$ cat src/rtl/smrg_pkg.sv
`timescale 1ns/1ps
package smrg_pkg;

  // Which heads an output transfer consumes; bit 0 is A, bit 1 is B.
  typedef enum logic [1:0] {
    SEL_NONE = 2'b00,
    SEL_A    = 2'b01,
    SEL_B    = 2'b10,
    SEL_BOTH = 2'b11
  } sel_e;

  localparam int NUM_IN = 2;

endpackage

$ cat src/rtl/smrg_rst_sync.sv
`timescale 1ns/1ps
module smrg_rst_sync #(
  parameter int STAGES = 2
) (
  input  logic clk,
  input  logic rst_n,
  output logic rst_n_sync
);

  logic [STAGES-1:0] sync_q;

  // Assert asynchronously, release after STAGES clean edges.
  always_ff @(posedge clk or negedge rst_n) begin
    if (!rst_n) begin
      sync_q <= '0;
    end else begin
      sync_q <= {sync_q[STAGES-2:0], 1'b1};
    end
  end

  assign rst_n_sync = sync_q[STAGES-1];

endmodule

$ cat src/rtl/smrg_head.sv
`timescale 1ns/1ps
module smrg_head #(
  parameter int W = 16
) (
  input  logic         clk,
  input  logic         rst_n,
  input  logic         in_valid,
  input  logic [W-1:0] in_data,
  output logic         in_ready,
  input  logic         take,
  output logic         head_valid,
  output logic [W-1:0] head_data
);

  logic         v_q, v_d;
  logic [W-1:0] d_q;
  logic         load;

  // Next-state logic: refill when empty or when consumed this cycle.
  always_comb begin
    in_ready = rst_n & (!v_q | take);
    load     = in_valid & in_ready;
    v_d      = v_q;
    if (load) begin
      v_d = 1'b1;
    end else if (take) begin
      v_d = 1'b0;
    end
  end

  always_ff @(posedge clk or negedge rst_n) begin
    if (!rst_n) begin
      v_q <= 1'b0;
    end else begin
      v_q <= v_d;
    end
  end

  // Data register: no reset, written only on load.
  always_ff @(posedge clk) begin
    if (load) begin
      d_q <= in_data;
    end
  end

  assign head_valid = v_q;
  assign head_data  = d_q;

  AST_HEAD_HOLD: assert property (@(posedge clk) disable iff (!rst_n)
    head_valid && !take |=> head_valid && $stable(head_data));

  AST_TAKE_FULL: assert property (@(posedge clk) disable iff (!rst_n)
    take |-> head_valid);

endmodule

$ cat src/rtl/smrg_cmp.sv
`timescale 1ns/1ps
module smrg_cmp
  import smrg_pkg::*;
#(
  parameter int W = 16
) (
  input  logic         ha_valid,
  input  logic [W-1:0] ha_data,
  input  logic         hb_valid,
  input  logic [W-1:0] hb_data,
  input  logic         out_ready,
  output logic         out_valid,
  output logic [W-1:0] out_data,
  output logic         take_a,
  output logic         take_b
);

  sel_e sel;
  logic fire;

  always_comb begin
    if (!(ha_valid && hb_valid)) begin
      sel = SEL_NONE;
    end else if (ha_data > hb_data) begin
      sel = SEL_A;
    end else if (ha_data < hb_data) begin
      sel = SEL_B;
    end else begin
      sel = SEL_BOTH;
    end
    out_valid = (sel != SEL_NONE);
    out_data  = (sel == SEL_B) ? hb_data : ha_data;
    fire      = out_valid & out_ready;
    take_a    = fire & sel[0];
    take_b    = fire & sel[1];
  end

endmodule

$ cat src/rtl/sorted_merge_dedup.sv
`timescale 1ns/1ps
module sorted_merge_dedup
  import smrg_pkg::*;
#(
  parameter int W          = 16,
  parameter int RST_STAGES = 2
) (
  input  logic         clk,
  input  logic         rst_n,
  input  logic         a_valid,
  input  logic [W-1:0] a_data,
  output logic         a_ready,
  input  logic         b_valid,
  input  logic [W-1:0] b_data,
  output logic         b_ready,
  output logic         out_valid,
  output logic [W-1:0] out_data,
  input  logic         out_ready
);

  logic                     rst_s;
  logic [NUM_IN-1:0]        in_v, in_rdy, take, hv;
  logic [NUM_IN-1:0][W-1:0] in_d, hd;

  smrg_rst_sync #(.STAGES(RST_STAGES)) u_rst (
    .clk        (clk),
    .rst_n      (rst_n),
    .rst_n_sync (rst_s)
  );

  assign in_v = {b_valid, a_valid};
  assign in_d = {b_data, a_data};

  for (genvar gi = 0; gi < NUM_IN; gi++) begin : g_head
    smrg_head #(.W(W)) u_head (
      .clk        (clk),
      .rst_n      (rst_s),
      .in_valid   (in_v[gi]),
      .in_data    (in_d[gi]),
      .in_ready   (in_rdy[gi]),
      .take       (take[gi]),
      .head_valid (hv[gi]),
      .head_data  (hd[gi])
    );
  end

  smrg_cmp #(.W(W)) u_cmp (
    .ha_valid  (hv[0]),
    .ha_data   (hd[0]),
    .hb_valid  (hv[1]),
    .hb_data   (hd[1]),
    .out_ready (out_ready),
    .out_valid (out_valid),
    .out_data  (out_data),
    .take_a    (take[0]),
    .take_b    (take[1])
  );

  assign a_ready = in_rdy[0];
  assign b_ready = in_rdy[1];

  AST_WAIT_BOTH: assert property (@(posedge clk) disable iff (!rst_s)
    !(hv[0] && hv[1]) |-> !out_valid);

  AST_WINNER_MAX: assert property (@(posedge clk) disable iff (!rst_s)
    out_valid |-> (out_data >= hd[0]) && (out_data >= hd[1]));

  AST_NEQ_ONE_SIDE: assert property (@(posedge clk) disable iff (!rst_s)
    out_valid && out_ready && (hd[0] != hd[1]) |-> (a_ready != b_ready));

  AST_EQ_BOTH: assert property (@(posedge clk) disable iff (!rst_s)
    out_valid && out_ready && (hd[0] == hd[1]) |-> a_ready && b_ready);

  AST_STALL_HOLD: assert property (@(posedge clk) disable iff (!rst_s)
    out_valid && !out_ready |=> out_valid && $stable(out_data));

endmodule

$ cat config.mk
export PLATFORM = sky130hd
export DESIGN_NAME = sorted_merge_dedup
export DESIGN_NICKNAME = d
export VERILOG_FILES = /design/src/rtl/smrg_pkg.sv /design/src/rtl/smrg_rst_sync.sv /design/src/rtl/smrg_head.sv /design/src/rtl/smrg_cmp.sv /design/src/rtl/sorted_merge_dedup.sv
export SDC_FILE = /design/constraint.sdc
export NUM_CORES = 1
export LEC_CHECK = 0
export ABC_AREA = 1
export BUFFER_PORTS_ARGS = -buffer_cell sky130_fd_sc_hd__buf_2
export CAP_MARGIN = 20
export CORE_ASPECT_RATIO = 1.1
export CORE_MARGIN = 1
export CORE_UTILIZATION = 35
export CTS_CLUSTER_SIZE = 40
export DETAILED_ROUTE_END_ITERATION = 6
export PLACE_DENSITY_LB_ADDON = 0.12
export SYNTH_ARGS = -nofsm -noshare
export SYNTH_HDL_FRONTEND = slang
export SYNTH_SLANG_ARGS = --single-unit
$ cat constraint.sdc
create_clock -name clk -period 1.7 [get_ports clk]
set_clock_uncertainty 0.15 [all_clocks]
set_input_delay 0 -clock clk [delete_from_list [all_inputs] [get_ports clk]]
set_output_delay 0 -clock clk [all_outputs]
set_load 0.01 [all_outputs]
==> key figures, run 1 <==
Global routing
  • Met3 usage in global routing: 4.108%
  • Met2 Resource Use GR: between 20% and 30%
  • Largest net degree at the start of global routing: 17
  • GR Layer Usage met1: between 15 and 20%
  • Vias in the first global route: ~1500
  • Grt ovf: 0
  • GR peak layer: met2
  • GRT Resource Usage Total: ~15%
  • Initial antenna violation count: 0
  • First-pass GRT wire length: about 6500 µm

Place
  • Number of port buffers: between 50 and 60
  • Post-place instance area: about 2500 µm²
  • HPWL after DPL: about 2800 µm
  • Routability cong.: roughly 0.7

Die
  • Core area: 5067 µm²
  • Die span in y: a little under 80 µm
  • Die width: around 70 µm
  • FP Rows: 27
  • Initial core utilization: a little under two fifths
  • Die area: approximately 5600 µm²
  • # IOs: 56

Yosys
  • Gate Count Post-Synth: approximately 170
  • Seq cells post-synth: 36
  • Ys Warns: 0
  • Mapped Nets: 220
  • Syn avg cell area: approximately 11 µm²
  • Syn Std Cell Area: 1867 µm²
  • Unique cell type count in the Yosys netlist: 19
  • Sequential area share after synthesis: between 50% and 60%

Pwr
  • P_sw: ~0.00071 W
  • Peak supply drop: between 0.4 and 0.5 mV
  • P_leak: approximately 1.5 nW
  • Clock power share: between 20% and 30%
  • Combinational share of power: between 30% and 40%
  • Reg power frac: 42.7%
  • Switch share: between 20% and 30%
  • Pint: roughly 0.0018 W
  • PwrDens: about 740 nW/µm²

Hold path
  • Hold path cells: 0
  • WHS Endpoint: u_rst.sync_q[1]
  • Type of the worst min-delay path: reg2reg
  • Worst hold start: u_rst.sync_q[0]

STA
  • Hold slack final: between 150 and 200 ps
  • Final Hold Vio Count: 0
  • Final setup margin: -634.9 ps
  • Fin crit period: between 2000 and 2500 ps
  • RSZ-0062 raised after global routing: true
  • Final Setup Violations: 52
  • Max Fclk: 428.3 MHz
  • Final Max Tran Viols: 0
  • Fin crit share: 137.3%

Detailed routing
  • Remaining DRCs: 0
  • Final wirelength: 4377 µm
  • Vias/cell: between 4 and 5
  • Antenna-violating nets left: 0
  • Vias: roughly 1600
  • DRT iter0 DRCs: 48
  • Drt wl/cell: between 10 and 15 µm
  • First drt pass iteration count: 4

Clock network
  • CTS sink count: 36
  • Inserted Clock Buffers: 5
  • Root Driver: clkbuf_8
  • CTS tree: yes
  • CTS HTree Levels: 2
  • Clock Latency Late Sink: ~280 ps
  • Clock-pin slew on the worst setup and hold paths: approximately 70 ps
  • Clock Path Buffers: 2

Status
  • Failing checks: setup timing
  • Status: finished with violations

Finish
  • Cell area after layout: between 3000 and 4000 µm²
  • Layout cells sized above 1: a little under three fifths
  • Area grow syn2layout: 78.49%
  • NumNets Final: between 300 and 400
  • Antenna cell count: 0

Setup path
  • Crit path arrival time: 2180 ps
  • R2R depth: 12
  • Crit. End Element: output port
  • Critical Path Source Type: register
  • Critical path peak fanout: 8
  • FF-to-FF setup slack: -580 ps
  • RR Endpoint: g_head[0].u_head.head_data[7]
  • CP Data Required Time: between 1500 and 2000 ps
  • RR Startpoint: g_head[0].u_head.head_data[15]
  • Worst Path Class, Setup: reg2out

Job
  • Max_cap viols: 0
-- cells by family after synthesis --
| kind of cell | count (synthesis) | synth area share [%] |
|---|---|---|
| compound gates | 25 | 10.39 |
| fa+ha+maj | 16 | 10.72 |
| buf+inv | 34 | 8.244 |
| flops | 36 | 56.84 |
| other cells | 1 | 0.2009 |
| simple gates | 55 | 13.61 |
-- critical path, cell delays in order (launching register included) --
cell	delay, ps
edfxtp_1	450
ha_4	320
nand2_4	60
nor2_4	110
nand2_2	80
nor2_4	120
nand2_2	70
buf_6	120
nand4_4	150
buf_12	180
nand2_1	70
o21ai_2	50
buf_2	130
-- worst max-delay path by stage --
stage / startpoint / end / slack, ps / cells past startpoint
final: g_head[0].u_head.head_data[15] / out_data[13] / -630 / 12
after CTS: g_head[0].u_head.head_data[13] / out_data[0] / -630 / 12
after floorplan: g_head[1].u_head.head_data[10] / g_head[1].u_head.head_data[0] / -500 / 13
after detailed placement: g_head[1].u_head.head_data[11] / g_head[1].u_head.head_data[11] / -620 / 12
after global routing: g_head[0].u_head.head_data[15] / out_data[15] / -760 / 12
after global placement: g_head[0].u_head.head_data[10] / g_head[1].u_head.head_data[9] / -590 / 13
-- repair_timing --
action	in CTS	in global routing
hold buffers	38	0
setup endpoints to repair	52	52
buffers inserted	2	9
resized for setup	24	35
pin swaps	2	21
endpoints found under the hold margin	38	0
gates cloned	1	2
-- stage by stage --
stage,total power [W],TNS (ps),instances,util (%),setup slack (ps)
after floorplan,0.001416,-15650,167,-,-500.5
final,0.002477,-28990,362,65.75,-634.9
after detailed placement,0.001665,-23150,305,49.68,-621.9
after global placement,0.001659,-21400,305,49.68,-590.9
after global routing,0.002616,-34870,362,65.75,-761.6
after CTS,0.002368,-29450,354,61.01,-634.1
-- registers in the layout, indices dropped and copies added, names as in the netlist --
| name | count |
|---|---|
| g_head.u_head.head_data | 32 |
| g_head.u_head.head_valid | 2 |
| u_rst.sync_q | 2 |
-- cell type report --
type,count,area (µm²)
clock buffer,7,76.32
clock inverter,1,5.005
fill,387,1735
inverter,31,116.4
multi-input combinational,97,919.6
sequential,36,1061
tap,58,72.57
timing repair buffer,132,1081
-- Yosys cell counts --
cell type | instances | area [µm²]
o21ai_2 | 15 | 131.4
edfxtp_1 | 32 | 960.9
a21oi_1 | 4 | 20.02
o21bai_1 | 2 | 15.01
inv_1 | 31 | 116.4
nor2_4 | 2 | 22.52
dfrtp_1 | 4 | 100.1
ha_1 | 16 | 200.2
nand3_1 | 2 | 10.01
nand4_4 | 1 | 21.27
buf_8 | 1 | 15.01
nand4_1 | 2 | 12.51
o21ai_0 | 2 | 10.01
nand2_2 | 3 | 18.77
a21oi_2 | 2 | 17.52
nor2_1 | 4 | 15.01
nand2_1 | 41 | 153.9
buf_6 | 2 | 22.52
conb_1 | 1 | 3.750
-- placed cells by master (no fill, tap or decap), drive strengths merged --
| master | netlist | routed |
|---|---|---|
| nand3 | 2 | 2 |
| clkbuf | 0 | 9 |
| edfxtp | 32 | 32 |
| nand4 | 3 | 3 |
| ha | 16 | 16 |
| dlygate4sd3 | 0 | 38 |
| dfrtp | 4 | 4 |
| o21bai | 2 | 2 |
| clkinv | 0 | 1 |
| o21ai | 17 | 17 |
| nand2 | 44 | 44 |
| conb | 1 | 1 |
| nor2 | 6 | 6 |
| buf | 3 | 92 |
| a21oi | 6 | 6 |
| inv | 31 | 31 |
-- power by group through the flow --
stage	clock network, W	registers (W)	logic, W
finish	0.000569	0.00106	0.000850
global route	0.000629	0.00106	0.000925
CTS	0.000591	0.00105	0.000725
detailed placement	0	0.00107	0.000595
global placement	0	0.00107	0.000591
floorplan	0	0.00106	0.000352
-- routing by layer --
| metal | wire, µm | share of wire [%] |
|---|---|---|
| met2 | 2414 | 55 |
| met5 | 0 | 0 |
| met3 | 160 | 3.7 |
| met4 | 33 | 0.75 |
| met1 | 1768 | 40 |
Note: power is estimated with default switching activity, not from simulation.
==> run 2, diff against run 1 <==
--- a/config.mk
+++ b/config.mk
@@ -8,9 +8,10 @@
 export ABC_AREA = 1
 export BUFFER_PORTS_ARGS = -buffer_cell sky130_fd_sc_hd__buf_2
 export CAP_MARGIN = 20
-export CORE_ASPECT_RATIO = 1.1
+export CORE_ASPECT_RATIO = 0.8
 export CORE_MARGIN = 1
 export CORE_UTILIZATION = 35
+export CTS_BUF_LIST = sky130_fd_sc_hd__clkbuf_4
 export CTS_CLUSTER_SIZE = 40
 export DETAILED_ROUTE_END_ITERATION = 6
 export PLACE_DENSITY_LB_ADDON = 0.12
==> run 2 against run 1 <==
Against the previous run: the run still ends with setup timing left; final cell count grew 0.55%; first-iteration DRC count shrank 17%; worst setup slack got worse by 28 ps; worst hold slack better by 13 ps; sequential share of layout area is 1.2 points higher; total power fell by 7.8%; count of clock-buffer cells in the layout stayed put; clock power shrank 19%; sequential cell count unchanged; highest routed layer unchanged.
==> key figures, run 2 (same netlist as run 1, synthesis figures left out) <==
Die
  • Die area: 5631 µm² (about the same)
  • Die width: 83.65 µm (+17%)
  • # IOs: 56 (unchanged)
  • Initial core utilization: 36.86% (about the same)
  • Die span in y: 67.32 µm (-14%)
  • Core area: 5065 µm² (about the same)
  • FP Rows: 23 (-15%)

Setup path
  • CP Data Required Time: 1590 ps (+40 ps)
  • CP cell instances: ha_4 > nand2_2 > nor2_1 > nand2_2 > inv_1 > nand2_2 > buf_4 > nand3_2 > buf_4 > nand3_2 > nand2_2 > nand2_2 > nor2_4 > buf_12
  • Crit path arrival time: 2260 ps (+80 ps)
  • CP Buf/Inv Count: 4 (+1)
  • Most used cell, CP: nand2_2
  • Slowest stage cell, crit path: edfxtp_1
  • Top cell family by delay on the critical path: simple AND/OR/NAND/NOR gates
  • Crit. End Element: register
  • Critical Path Source Type: register
  • Critical Path Max Stage Delay: 440 ps (about the same)
  • Critical path peak fanout: 8 (unchanged)
  • Worst Path Class, Setup: reg2reg

Status
  • Failing checks: setup timing
  • Status: finished with violations

STA
  • Final setup margin: -663.0 ps (-28.18 ps)
  • Max Fclk: 423.2 MHz (-1.2%)
  • Fin crit share: 139.0% (+1.7 points)
  • Final Hold Vio Count: 0 (unchanged)
  • Fin crit period: 2363 ps (+28.18 ps)
  • Final Max Tran Viols: 0 (unchanged)
  • RSZ-0062 raised after global routing: true
  • Final Setup Violations: 52 (unchanged)

Place
  • Routability cong.: 0.7415 (+4.7%)
  • Cells after DPL: 309 (+1.3%)
  • Number of port buffers: 55 (unchanged)
  • HPWL after DPL: 2682 µm (-3.1%)
  • Post-place instance area: 2560 µm² (+1.7%)

Detailed routing
  • DRT iter0 DRCs: 40 (-17%)
  • Drt wl/cell: 11.36 µm (-6.1%)
  • Final wirelength: 4134 µm (-5.6%)
  • Remaining DRCs: 0 (unchanged)
  • Antenna-violating nets left: 0 (unchanged)
  • Vias: 1534 (-2.5%)
  • First drt pass iteration count: 4 (unchanged)
  • Vias/cell: 4.214 (-3.1%)

Finish
  • Layout cells sized above 1: 53.97% (-1.3 points)
  • Max reg flops: 32 (unchanged)
  • Area grow syn2layout: 71.92%
  • NumNets Final: 354 (-0.56%)
  • Layout Cells excl Fill: 364 (+0.55%)
  • Most frequent cells in the layout: buf_2, dlygate4sd3_1, edfxtp_1
  • Most common cell after layout, fill and taps aside: buf_2
  • Antenna cell count: 0 (unchanged)
  • Cell area after layout: 3209 µm² (-3.7%)

Job
  • Max_cap viols: 0 (unchanged)

Pwr
  • Clock power share: 20.1% (-2.9 points)
  • Switch share: 29.02% (+0.37 points)
  • P_sw: 0.0006629 W (-6.6%)
  • Overall power: 0.002285 W (-7.8%)
  • Pint: 0.001622 W (-8.2%)
  • PwrDens: 711.8 nW/µm² (-4.2%)
  • Reg power frac: 46.1% (+3.4 points)
  • P_leak: 1.497 nW (-3.4%)
  • Peak supply drop: 0.5186 mV (+8.0%)
  • Combinational share of power: 33.8% (-0.5 points)

Clock network
  • Clock Path Buffers: 2 (unchanged)
  • Inserted Clock Buffers: 5 (unchanged)
  • Clock Latency Late Sink: 330 ps (+50 ps)
  • CTS sink count: 36 (unchanged)
  • Clock-pin slew on the worst setup and hold paths: 100 ps (+30 ps)
  • CTS tree: yes
  • CTS HTree Levels: 2 (unchanged)
  • Root Driver: clkbuf_4

Global routing
  • Grt ovf: 0 (unchanged)
  • GRT Resource Usage Total: 14.39% (-1.0 points)
  • Vias in the first global route: 1436 (-3.2%)
  • Initial antenna violation count: 0 (unchanged)
  • Largest net degree at the start of global routing: 13 (-4)
  • First-pass GRT wire length: 6051 µm (-6.3%)

Hold path
  • Type of the worst min-delay path: reg2reg
[run 2: cell type report]
class                   instances  area (µm²)
clock inverters                 1       3.754
well taps                      62       77.57
inverters                      31       116.4
fillers                       430        1856
clock buffers                   7       52.55
flip-flops and latches         36        1061
repair buffers                130        1037
multi-input cells              97       860.8
[run 2: worst paths after layout]
check,from,end,slack (ps),depth (start not counted)
worst max-delay path,g_head[0].u_head.head_data[9],g_head[0].u_head.head_data[13],-660,14
worst min-delay path,u_rst.sync_q[0],u_rst.sync_q[1],210,0
worst max register to register,g_head[0].u_head.head_data[9],g_head[0].u_head.head_data[13],-660,14
worst min register to register,u_rst.sync_q[0],u_rst.sync_q[1],210,0
max in group asynchronous,u_rst.sync_q[1],g_head[0].u_head.head_valid,750,1
min in group asynchronous,rst_n,u_rst.sync_q[0],370,3
[run 2: routing by layer]
metal / vias to the layer above / routed length, µm / track usage, %
met3: 4 / 208 / 4.279
li1: 821 / - / -
met1: 664 / 1754 / 16.63
met2: 45 / 2134 / 26.52
met4: 0 / 35 / 3.814
met5: - / 0 / 0
[run 2: power by group through the flow]
stage	Combinational, W	Clock [W]	Sequential (W)
global placement	0.000602	0	0.00107
detailed placement	0.000604	0	0.00107
floorplan	0.000352	0	0.00106
global route	0.000844	0.000511	0.00106
finish	0.000772	0.000459	0.00105
CTS	0.000707	0.000478	0.00105
[run 2: through the flow]
step	hold WS (ps)	utilization [%]	TNS (ps)	setup slack (ps)
2_1_floorplan	-445.6	-	-15650	-500.5
5_1_grt	204.0	63.36	-37250	-772.3
3_5_place_dp	-362.9	50.54	-22010	-553.7
4_1_cts	210.5	60.87	-29810	-651.2
6_report	210.4	63.36	-31150	-663.0
3_3_place_gp	-362.6	50.54	-22060	-547.8
[run 2: what timing repair did]
action	CTS	global route
hold buffers	38	0
endpoints found under the setup margin	52	52
setup buffers	4	4
resized for setup	17	17
gates cloned	0	1
pin swaps	6	5
endpoints found under the hold margin	38	0
[run 2: worst register-to-register path, delay by kind of cell, from the launching register on]
kind	cells	cell delay, ps
fa+ha+maj	1	300
buf+inv	4	460
simple gates	9	740
flops	1	440
